<file path="src/rtl/hub_pkg.sv">
package hub_pkg;
  localparam int unsigned DATA_W   = 32;
  localparam int unsigned OFS_CTRL = 'h08;
  localparam int unsigned OFS_ID   = 'h0C;
  localparam int unsigned OFS_STAT = 'h10;
  localparam int unsigned OFS_MASK = 'h14;

  // Strobes from address decode into the datapath.
  typedef struct packed {
    logic wrCtrl;
    logic wrMask;
    logic rdCtrl;
    logic rdId;
    logic rdStat;
    logic rdMask;
  } hubStrobe_t;
endpackage

</file>
<file path="src/rtl/hub_ctrl.sv">
module hub_ctrl
  import hub_pkg::*;
#(
  parameter int unsigned ADDR_W = 8
) (
  input  logic [ADDR_W-1:0] regAddr,
  input  logic              regWe,
  output hubStrobe_t        strobe
);
  localparam logic [ADDR_W-1:0] ofsCtrl = ADDR_W'(OFS_CTRL);
  localparam logic [ADDR_W-1:0] ofsId   = ADDR_W'(OFS_ID);
  localparam logic [ADDR_W-1:0] ofsStat = ADDR_W'(OFS_STAT);
  localparam logic [ADDR_W-1:0] ofsMask = ADDR_W'(OFS_MASK);

  logic hitCtrl, hitId, hitStat, hitMask;

  always_comb begin
    hitCtrl = (regAddr == ofsCtrl);
    hitId   = (regAddr == ofsId);
    hitStat = (regAddr == ofsStat);
    hitMask = (regAddr == ofsMask);

    strobe        = '0;
    // Status and identification words ignore writes, so they get no write strobe.
    strobe.wrCtrl = regWe & hitCtrl;
    strobe.wrMask = regWe & hitMask;
    strobe.rdCtrl = hitCtrl;
    strobe.rdId   = hitId;
    strobe.rdStat = hitStat;
    strobe.rdMask = hitMask;
  end
endmodule

</file>
<file path="src/rtl/hub_chan_rst.sv">
// One channel's pair of reset controls: a pulse on a rising receive bit,
// and a level that follows the software bit.
module hub_chan_rst (
  input  logic clk,
  input  logic rstN,
  input  logic wrEn,
  input  logic rxNew,
  input  logic swNew,
  output logic rxBit,
  output logic swBit,
  output logic rxPulse
);
  always_ff @(posedge clk or negedge rstN) begin
    if (!rstN) begin
      rxBit   <= 1'b0;
      swBit   <= 1'b0;
      rxPulse <= 1'b0;
    end else begin
      // Edge found by comparing the new value with the stored one.
      rxPulse <= wrEn & rxNew & ~rxBit;
      if (wrEn) begin
        rxBit <= rxNew;
        swBit <= swNew;
      end
    end
  end
endmodule

</file>
<file path="src/rtl/hub_datapath.sv">
module hub_datapath
  import hub_pkg::*;
#(
  parameter int unsigned NUM_CHAN = 8,
  parameter logic [11:0] DEV_CODE = 12'h3A1,
  parameter logic [3:0]  DEV_REV  = 4'h1
) (
  input  logic                clk,
  input  logic                rstN,
  input  hubStrobe_t          strobe,
  input  logic [DATA_W-1:0]   regWdata,
  input  logic [NUM_CHAN-1:0] lineIrq,
  input  logic [NUM_CHAN-1:0] testIrq,
  input  logic [NUM_CHAN-1:0] framerIrq,
  input  logic                pktIrq,
  output logic [DATA_W-1:0]   regRdata,
  output logic [NUM_CHAN-1:0] rxRstPulse,
  output logic [NUM_CHAN-1:0] swRst,
  output logic                irqOut,
  output logic [3*NUM_CHAN:0] maskQ
);
  localparam int unsigned CTRL_W = 2 * NUM_CHAN;
  localparam int unsigned STAT_W = 3 * NUM_CHAN + 1;

  logic [NUM_CHAN-1:0] rxCtlQ;
  logic [STAT_W-1:0]   statVec;
  logic                unusedWdata;

  assign unusedWdata = ^regWdata[DATA_W-1:STAT_W];
  assign statVec     = {pktIrq, lineIrq, testIrq, framerIrq};

  for (genvar ch = 0; ch < NUM_CHAN; ch++) begin : g_chan
    hub_chan_rst u_rst (
      .clk    (clk),
      .rstN   (rstN),
      .wrEn   (strobe.wrCtrl),
      .rxNew  (regWdata[NUM_CHAN + ch]),
      .swNew  (regWdata[ch]),
      .rxBit  (rxCtlQ[ch]),
      .swBit  (swRst[ch]),
      .rxPulse(rxRstPulse[ch])
    );
  end

  always_ff @(posedge clk or negedge rstN) begin
    if (!rstN) begin
      maskQ  <= '0;
      irqOut <= 1'b0;
    end else begin
      if (strobe.wrMask) maskQ <= regWdata[STAT_W-1:0];
      irqOut <= |(statVec & maskQ);
    end
  end

  always_comb begin
    regRdata = '0;
    if (strobe.rdCtrl) regRdata = DATA_W'({rxCtlQ, swRst});
    if (strobe.rdId)   regRdata = {16'h0000, DEV_CODE, DEV_REV};
    if (strobe.rdStat) regRdata = DATA_W'(statVec);
    if (strobe.rdMask) regRdata = DATA_W'(maskQ);
  end

  logic [CTRL_W-1:0] unusedCtrlView;
  assign unusedCtrlView = {rxCtlQ, swRst};
endmodule

</file>
<file path="src/rtl/chan_reset_irq_hub.sv">
module chan_reset_irq_hub
  import hub_pkg::*;
#(
  parameter int unsigned NUM_CHAN = 8,   // 3*NUM_CHAN+1 must fit in 32 bits
  parameter int unsigned ADDR_W   = 8,
  parameter logic [11:0] DEV_CODE = 12'h3A1,
  parameter logic [3:0]  DEV_REV  = 4'h1
) (
  input  logic                clk,
  input  logic                rstN,
  input  logic [ADDR_W-1:0]   regAddr,
  input  logic                regWe,
  input  logic [31:0]         regWdata,
  output logic [31:0]         regRdata,
  input  logic [NUM_CHAN-1:0] lineIrq,
  input  logic [NUM_CHAN-1:0] testIrq,
  input  logic [NUM_CHAN-1:0] framerIrq,
  input  logic                pktIrq,
  output logic [NUM_CHAN-1:0] rxRstPulse,
  output logic [NUM_CHAN-1:0] swRst,
  output logic                irqOut
);
  hubStrobe_t          strobe;
  logic [3*NUM_CHAN:0] maskQ;

  hub_ctrl #(.ADDR_W(ADDR_W)) u_ctrl (
    .regAddr(regAddr),
    .regWe  (regWe),
    .strobe (strobe)
  );

  hub_datapath #(
    .NUM_CHAN(NUM_CHAN),
    .DEV_CODE(DEV_CODE),
    .DEV_REV (DEV_REV)
  ) u_dp (
    .clk       (clk),
    .rstN      (rstN),
    .strobe    (strobe),
    .regWdata  (regWdata),
    .lineIrq   (lineIrq),
    .testIrq   (testIrq),
    .framerIrq (framerIrq),
    .pktIrq    (pktIrq),
    .regRdata  (regRdata),
    .rxRstPulse(rxRstPulse),
    .swRst     (swRst),
    .irqOut    (irqOut),
    .maskQ     (maskQ)
  );
endmodule

</file>
<file path="config.mk">
export PLATFORM = sky130hd
export DESIGN_NAME = chan_reset_irq_hub
export DESIGN_NICKNAME = d
export VERILOG_FILES = /design/src/rtl/hub_pkg.sv /design/src/rtl/hub_ctrl.sv /design/src/rtl/hub_chan_rst.sv /design/src/rtl/hub_datapath.sv /design/src/rtl/chan_reset_irq_hub.sv
export SDC_FILE = /design/constraint.sdc
export NUM_CORES = 1
export LEC_CHECK = 0
export BUFFER_PORTS_ARGS = -buffer_cell sky130_fd_sc_hd__buf_2
export CORE_AREA = 4 4 85 87
export CTS_CLUSTER_DIAMETER = 100
export DETAILED_ROUTE_END_ITERATION = 8
export DIE_AREA = 0 0 89 91
export GPL_TIMING_DRIVEN = 0
export PLACE_DENSITY = 0.83
export REMOVE_ABC_BUFFERS = 1
export SYNTH_ARGS = -nofsm -noshare
export SYNTH_HDL_FRONTEND = slang
export SYNTH_HIERARCHICAL = 1
export SYNTH_SLANG_ARGS = --single-unit
</file>
<file path="constraint.sdc">
create_clock -name clk -period 1.9 [get_ports clk]
set_input_delay 0.285 -clock clk [delete_from_list [all_inputs] [get_ports clk]]
set_output_delay 0.285 -clock clk [all_outputs]
set_load 0.03 [all_outputs]
</file>
# Word level (Yosys, flattened, before mapping)
# Index checks and enable logic that the tools add are counted.
# W data, S select, Z words.
totals:
  memories: 0
  out_inout_bits: 49
  wordCells: 62
  inputBits: 68
  register_bits: 50
  latch_bits: 0
  mem_bits_ro: 0
  mem_bits_rw: 0
classes:
  n_eq_ne: 4
  addsub: 0
  muxes: 4
  n_shift: 0
  mul: 0
  reduce_logical: 1
  div_mod_pow: 0
  n_lt_le_gt_ge: 0
  bitwise_logic: 27
ops:
  columns: ["op", "n"]
  rows:
  - ["$mux W25", 2]
  - ["$mux W16", 2]
  - ["$and A25 B25 Y25", 1]
  - ["$reduce_or A25 Y1", 1]
  - ["$and A1 B1 Y1", 18]
  - ["$eq A8 B4 Y1 const B", 2]
  - ["$eq A8 B5 Y1 const B", 2]
  - ["$not A1 Y1", 8]

# Longest topological paths before layout
# Gate-level depths: netlist of run 1.
logic_depth:
  depth_word: 5
  ltp_mapped: 9

# Modules after synthesis
# The synthesis of run 1 kept the hierarchy.
by_module_without_submodules:
  columns: ["module", "area_per_inst_um2", "seq_area_each_um2", "n_inst", "cells_each"]
  rows:
  - ["hub_datapath", 1586.5, 650.6, 1, 152]
  - ["hub_chan_rst", 107.6, 75.1, 8, 6]
  - ["hub_ctrl", 106.4, 0.0, 1, 13]

# Worst setup path after synthesis of run 1
# Ideal clock, no wire load.
synth_timing:
  kind: "input port to output port"
  from: "input regAddr[1]"
  to: "output regRdata[0]"
  stages: 7
  required_time_ns: 1.615
  path_buffers: 3
  arrival_time_ns: 2.095
  path_slack_ns: -0.480
  cell_sequence: "nor4b_1 > and3b_2 > buf_4 > buf_6 > clkbuf_1 > a21oi_1 > o21ai_0"
synth_between:
  word_cells_on_any_way: 8
  classes_between: "eq/ne: 4; mux: 4"
synth_lines:
  columns: ["element", "line", "source"]
  rows:
  - ["from (decl)", "chan_reset_irq_hub.sv:11", "input logic [ADDR_W-1:0] regAddr,"]
  - ["$eq A8 B5 Y1", "hub_ctrl.sv:20", "hitStat = (regAddr == ofsStat);"]
  - ["net u_ctrl.hitStat", "hub_ctrl.sv:15", "logic hitCtrl, hitId, hitStat, hitMask;"]
  - ["$mux W25", "hub_datapath.sv:59", "if (strobe.rdStat) regRdata = DATA_W'(statVec);"]
  - ["$mux W25", "hub_datapath.sv:60", "if (strobe.rdMask) regRdata = DATA_W'(maskQ);"]
  - ["to (decl)", "chan_reset_irq_hub.sv:14", "output logic [31:0] regRdata,"]
# The timed path passes the listed nets, and every way through them passes these cells.

==> summary.txt, run 1 <==
Outcome
  • Status: complete, but fails checks
  • Violated checks: negative setup slack

Worst setup path
  • Cells on worst reg2reg path: 3
  • Sum of buffers and inverters on the critical path: 4
  • Worst path required time: 1.62 ns
  • Worst path depth: 8
  • Slowest CP cell: nor4b_4
  • Startpoint types: input pin
  • Slowest stage delay, CP: 0.35 ns
  • RR Endpoint: u_dp/irqOut$_DFF_PN0_
  • Worst reg-to-reg setup slack: 0.64 ns
  • Critical path's top delay family: simple AND/OR/NAND/NOR gates
  • CP cell instances: buf_8 > nor4b_4 > and3_4 > nor2b_4 > buf_12 > a222oi_1 > inv_1 > buf_6
  • Data arrival time of the critical path: 1.83 ns
  • Crit path kind: in -> out
  • Critical Path Sink Type: output port
  • Crit Path Max Fanout: 11
  • R2r startpoint: u_dp/maskQ[12]$_DFFE_PN0P_

Global route
  • Antenna violations before repair: 0
  • Vias in the first global route: 2351
  • GRT Residual Overflow: 0
  • Total GRT Usage: 0.1826
  • First-pass GRT wire length: 11540 um
  • Largest net degree at the start of global routing: 51

Clock network
  • Clk sink count: 50
  • CTS root buf: clkbuf_8
  • Clock Latency Late Sink: 0.30 ns
  • CTS tree: yes
  • Longest Clk Path Bufs: 2
  • CTS buffer count: 5
  • Number of hold buffers added after cts: 0
  • H-tree Lvls: 2
  • CTS clk-pin slew, worst paths: 0.09 ns

Pwr
  • Total power: 2.170 mW
  • Max VDD drop: 0.3686 mV
  • Leakage power: 1.884 nW
  • P per Cell Area: 614.7 nW/um2

Timing
  • Tcrit/Tclk final: 1.113
  • Slew HR: 0.2549
  • PnR worst setup slack: -0.2142 ns
  • Pins Over Slew Limit: 0
  • Worst hold margin: 0.1981 ns
  • Max Clock Skew: 0.008262 ns
  • Tmin final: 2.114 ns
  • Least-Margin Pin Slew: 1.118 ns
  • Fin. Hold Viols: 0
  • Peak Freq: 0.4730 GHz
  • Unrepaired setup endpoints after global routing: true
  • Final setup viols: 21

Synthesis
  • Post-Synthesis Cells: 213
  • #FFs+latches synth: 50
  • EDFF count, synth: 0
  • FFs w/ async S/R, synth: 1.000
  • Register area share after synthesis: 0.4900
  • Most frequent cell after synthesis: dfrtp_1
  • Syn Area/Cell: 11.99 um2
  • Cell variety after synth: 27
  • Syn. warnings: 6
  • Mapped Area: 2554 um2
  • Top cell type's share of synthesized area: 0.4900
  • Synth top area cells: dfrtp_1, mux2_2, a222oi_1
  • Most frequently used flop master after synthesis: dfrtp_1
  • Yosys top cell by area: dfrtp_1
  • Post-synth top cells: dfrtp_1, mux2_2, a21oi_1

Die
  • Initial Utilization: 0.4022
  • Die ar.: 8099 um2
  • I/O pins: 117
  • Placement row count: 29
  • Die Wd: 89 um
  • Placeable Area: 6350 um2
  • Die H: 91 um

Final layout
  • Final nets: 390
  • Filler cells: 553
  • Syn-to-layout area delta: 38.22%
  • Finished Core Util: 0.5559
  • Share of cells above drive strength 1: 0.5944
  • Ant. Diodes: 0

Drt
  • Drt wl/cell: 18.80 um
  • Via density: 5.420
  • Routed WL: 7519 um
  • DRC: 0
  • Post-route ant nets: 0
  • Drt first-iter violations: 101
  • Total number of vias: 2168
  • Drt first pass iters: 5

Place
  • Port buffer count: 102
  • Post-DP HPWL: 4727 um
  • GPL Wtd Cong: 0.7168

Run
  • Number of max-cap violations: 0

Worst hold path
  • Tightest Hold Check Type: in -> async
[layout by cell type (no fill, tap or decap), types with 2 or more instances in the layout]
cell	synthesis	final
a21oi_1	12	7
a21oi_2	0	5
a221oi_1	2	2
a222oi_1	11	11
a22o_1	9	9
a22oi_1	7	7
and3_4	0	4
and3b_2	10	9
buf_2	3	74
buf_4	11	15
buf_6	3	25
buf_8	1	2
clkbuf_1	5	2
clkbuf_8	0	5
conb_1	1	7
dfrtp_1	50	50
inv_1	10	10
mux2_2	41	41
nand2_1	10	10
nand4_1	2	2
nor2_1	7	6
nor4b_4	1	3
o21ai_1	0	6
[flip-flops by register name, indices dropped and copies added, names as in the netlist]
signal / flops
u_dp/g_chan.u_rst/rxBit: 8
u_dp/g_chan.u_rst/rxPulse: 8
u_dp/g_chan.u_rst/swBit: 8
u_dp/irqOut: 1
u_dp/maskQ: 25
[worst max-delay path by stage]
stage	endpoint	start	slack, ns
after floorplan	regRdata[0]	regAddr[1]	-0.20
after global placement	regRdata[15]	regAddr[1]	-0.72
after detailed placement	regRdata[6]	regAddr[1]	-0.80
after CTS	regRdata[15]	regAddr[3]	-0.18
after global routing	regRdata[6]	regAddr[3]	-0.29
final	regRdata[7]	regAddr[3]	-0.21
[cell type report]
cell class	count	area (um2)	area share
repair buffers	117	814.5	0.2308
multi-input cells	138	1224	0.3467
inverters	10	37.54	0.01063
clock inverters	1	30.03	0.008508
flip-flops and latches	50	1251	0.3545
well taps	77	96.34	0.02730
clock buffers	7	76.32	0.02162
[power breakdown]
part	total, mW	switching (mW)	internal, mW
clock	0.747	0.352	0.395
sequential	1.15	0.0343	1.11
combinational	0.275	0.155	0.120
[logic make-up after synthesis]
kind of cell	Yosys count	share of synthesized area
AO/OA/AOI/OAI	49	0.1406
AND/OR/NAND/NOR	39	0.1078
buffers and inverters	33	0.07937
other	1	0.001468
flip-flops	50	0.4900
multiplexers	41	0.1808
[metal layers]
layer / track usage / vias to the layer above / wire, um
met2: 0.3168 / 96 / 3914
met1: 0.2183 / 1055 / 2875
met4: 0.05955 / 0 / 146
li1: - / 1002 / -
met5: 0 / - / 0
met3: 0.04525 / 15 / 583
[per-stage QoR]
stage / area, um2 / cells / setup slack [ns] / TNS [ns]
floorplan: 2411 / 196 / -0.1954 / -4.173
global placement: 3018 / 375 / -0.7239 / -37.01
detailed placement: 3018 / 375 / -0.7971 / -41.27
CTS: 3452 / 397 / -0.1794 / -2.073
global route: 3530 / 400 / -0.2880 / -4.015
finish: 3530 / 400 / -0.2142 / -2.522
[timing repair]
| item | 4_1_cts | 5_1_grt |
|---|---|---|
| buffers inserted | 13 | 4 |
| pin swaps | 7 | 12 |
| gates resized for setup | 65 | 20 |
| endpoints found under the setup margin | 74 | 25 |
| gates cloned | 1 | 1 |
(Power assumes the default switching activity.)
==> run 2: changes to the inputs <==
--- a/config.mk
+++ b/config.mk
@@ -5,13 +5,15 @@
 export SDC_FILE = /design/constraint.sdc
 export NUM_CORES = 1
 export LEC_CHECK = 0
+export ABC_CLOCK_PERIOD_IN_PS = 1900
 export BUFFER_PORTS_ARGS = -buffer_cell sky130_fd_sc_hd__buf_2
-export CORE_AREA = 4 4 85 87
+export CORE_AREA = 4 4 62 120
 export CTS_CLUSTER_DIAMETER = 100
 export DETAILED_ROUTE_END_ITERATION = 8
-export DIE_AREA = 0 0 89 91
+export DIE_AREA = 0 0 66 124
 export GPL_TIMING_DRIVEN = 0
-export PLACE_DENSITY = 0.83
+export PLACE_DENSITY = 0.82
+export RECOVER_POWER = 50
 export REMOVE_ABC_BUFFERS = 1
 export SYNTH_ARGS = -nofsm -noshare
 export SYNTH_HDL_FRONTEND = slang
==> run 2 against run 1 <==
The flow still finishes with violations (negative setup slack). Critical path type unchanged. Clock power is 12% higher. Die area is 1.0% higher. Global-route usage is 0.89 points higher. Clock skew is 0.0060 ns lower. Maximum frequency is 1.9% higher. Non-clock buffer count is 3 higher. Sequential power hardly changed. Critical path depth stayed put. Wire length is 3.7% higher.
==> summary.txt, run 2 (same netlist as run 1, synthesis figures left out) <==
Outcome
  • Status: complete, but fails checks (unchanged)
  • Violated checks: negative setup slack (unchanged)

Timing
  • Unrepaired setup endpoints after global routing: true (unchanged)
  • Pins Over Slew Limit: 0 (unchanged)
  • Least-Margin Pin Slew: 1.241 ns (was 1.118 ns)
  • Tmin final: 2.074 ns (was 2.114 ns)
  • Slew HR: 0.1729 (was 0.2549)
  • Max Clock Skew: 0.002243 ns (was 0.008262 ns)
  • Final setup viols: 20 (was 21)
  • TNS Setup: -2.261 ns (was -2.522 ns)
  • Tcrit/Tclk final: 1.091 (was 1.113)
  • PnR worst setup slack: -0.1738 ns (was -0.2142 ns)
  • Peak Freq: 0.4822 GHz (was 0.4730 GHz)
  • Fin. Hold Viols: 0 (unchanged)

Worst setup path
  • Setup crit start: regAddr[0] (was regAddr[3])
  • R2r startpoint: u_dp/maskQ[12]$_DFFE_PN0P_ (unchanged)
  • Crit Path Max Fanout: 15 (was 11)
  • Crit path kind: in -> out (unchanged)
  • Critical Path Sink Type: output port (unchanged)
  • Worst path required time: 1.62 ns (about the same)
  • Data arrival time of the critical path: 1.79 ns (was 1.83 ns)
  • Startpoint types: input pin (unchanged)

Global route
  • Largest net degree at the start of global routing: 51 (unchanged)
  • Total GRT Usage: 0.1916 (was 0.1826)
  • Antenna violations before repair: 0 (unchanged)
  • Vias in the first global route: 2371 (was 2351)
  • GRT Residual Overflow: 0 (unchanged)
  • First-pass GRT wire length: 11560 um (was 11540 um)

Die
  • I/O pins: 117 (unchanged)
  • Die Wd: 66 um (was 89 um)
  • Die ar.: 8184 um2 (was 8099 um2)
  • Placement row count: 42 (was 29)
  • Die H: 124 um (was 91 um)
  • Placeable Area: 6569 um2 (was 6350 um2)
  • Initial Utilization: 0.3888 (was 0.4022)

Clock network
  • Clock Latency Late Sink: 0.28 ns (was 0.30 ns)
  • Clk sink count: 50 (unchanged)
  • Longest Clk Path Bufs: 2 (unchanged)
  • CTS tree: yes (unchanged)
  • H-tree Lvls: 2 (unchanged)
  • Number of hold buffers added after cts: 0 (unchanged)
  • CTS root buf: clkbuf_16 (was clkbuf_8)
  • CTS buffer count: 5 (unchanged)
  • CTS clk-pin slew, worst paths: 0.06 ns (was 0.09 ns)

Place
  • GPL Wtd Cong: 0.8001 (was 0.7168)
  • Placement-stage cell area: 3032 um2 (was 3018 um2)
  • Cells after DPL: 386 (was 375)
  • Setup WS pre-CTS: -0.7902 ns (was -0.7971 ns)
  • Post-DP HPWL: 5005 um (was 4727 um)
  • Port buffer count: 102 (unchanged)

Final layout
  • Post-route cell area: 3595 um2 (was 3530 um2)
  • Layout Cells excl Fill: 414 (was 400)
  • Biggest register: u_dp/maskQ (unchanged)
  • Max reg flops: 25 (unchanged)
  • Ant. Diodes: 0 (unchanged)
  • Syn-to-layout area delta: 40.76% (was 38.22%)
  • Most common cell after layout, fill and taps aside: buf_2 (unchanged)
  • Share of cells above drive strength 1: 0.5736 (was 0.5944)
  • Filler cells: 594 (was 553)
  • Final nets: 394 (was 390)
  • Commonest non-fill, non-tap cells in the layout: buf_2, dfrtp_1, mux2_2 (unchanged)

Worst hold path
  • Min-delay src: regWdata[23]
  • Tightest Hold Check Type: in -> reg (was in -> async)

Drt
  • Routed WL: 7797 um (was 7519 um)
  • Post-route ant nets: 0 (unchanged)
  • Drt wl/cell: 18.83 um (was 18.80 um)
  • DRC: 0 (unchanged)
  • Total number of vias: 2230 (was 2168)
  • Via density: 5.386 (was 5.420)
  • Drt first-iter violations: 147 (was 101)
  • Drt first pass iters: 5 (unchanged)

Pwr
  • P per Cell Area: 628.2 nW/um2 (was 614.7 nW/um2)
  • Max VDD drop: 0.4245 mV (was 0.3686 mV)
  • Total power: 2.258 mW (was 2.170 mW)
  • Leakage power: 1.882 nW (was 1.884 nW)

Run
  • Number of max-cap violations: 0 (unchanged)
[run 2: cell count changes in the layout (fill, tap and decap cells not counted), sizes merged]
cell / before / now
and3: 4 / 5
buf: 117 / 110
bufinv: 1 / 0
clkbuf: 7 / 17
[run 2: repair_timing]
action | CTS | global route
resized for setup | 68 | 21
setup buffers | 15 | 5
cloned | 1 | 2
hold endpoints to repair | 0 | 0
pin swaps | 11 | 13
setup endpoints to repair | 66 | 46
[run 2: layer usage]
metal | share of wire | track usage | vias to the layer above | wire (um)
li1 | - | - | 1008 | -
met2 | 0.56 | 0.3501 | 89 | 4403
met3 | 0.046 | 0.03791 | 27 | 356
met4 | 0.057 | 0.1145 | 0 | 441
met1 | 0.33 | 0.1951 | 1106 | 2595
met5 | 0 | 0 | - | 0
[run 2: per-stage QoR]
stage               hold WS (ns)  utilization
global route              0.2248       0.5472
floorplan               -0.01059            -
CTS                       0.2262       0.5345
finish                    0.2346       0.5472
detailed placement        0.5170       0.4615
global placement          0.5043       0.4615
[run 2: path summary, 6_finish.rpt]
| check | slack, ns | cells past startpoint | end |
|---|---|---|---|
| hold / removal | 0.23 | 2 | u_dp/maskQ[23]$_DFFE_PN0P_ |
| hold reg to reg | 0.53 | 1 | u_dp/g_chan[2].u_rst/rxBit$_DFFE_PN0P_ |
| setup / recovery | -0.17 | 8 | regRdata[14] |
| setup reg to reg | 0.63 | 3 | u_dp/irqOut$_DFF_PN0_ |
| max in group asynchronous | 0.89 | 1 | u_dp/maskQ[22]$_DFFE_PN0P_ |
| min in group asynchronous | 0.26 | 1 | u_dp/maskQ[18]$_DFFE_PN0P_ |
[run 2: cell type report]
class / instances / area [um2] / share of cell area
sequential: 50 / 1251 / 0.3481
multi-input combinational: 139 / 1240 / 0.3449
timing repair buffer: 120 / 823.3 / 0.2290
clock buffer: 7 / 132.6 / 0.03690
tap: 88 / 110.1 / 0.03063
inverter: 10 / 37.54 / 0.01044
[run 2: critical path: stages]
cell	delay, ns
buf_8	0.10
nor4b_4	0.33
and3_4	0.30
nor2b_4	0.06
buf_12	0.15
a222oi_1	0.31
inv_1	0.10
buf_6	0.15
[run 2: where the power goes]
part / switching [mW] / internal [mW] / leakage (nW)
clock network: 0.353 / 0.482 / 0.0640
registers: 0.0346 / 1.11 / 0.689
logic: 0.156 / 0.118 / 1.13
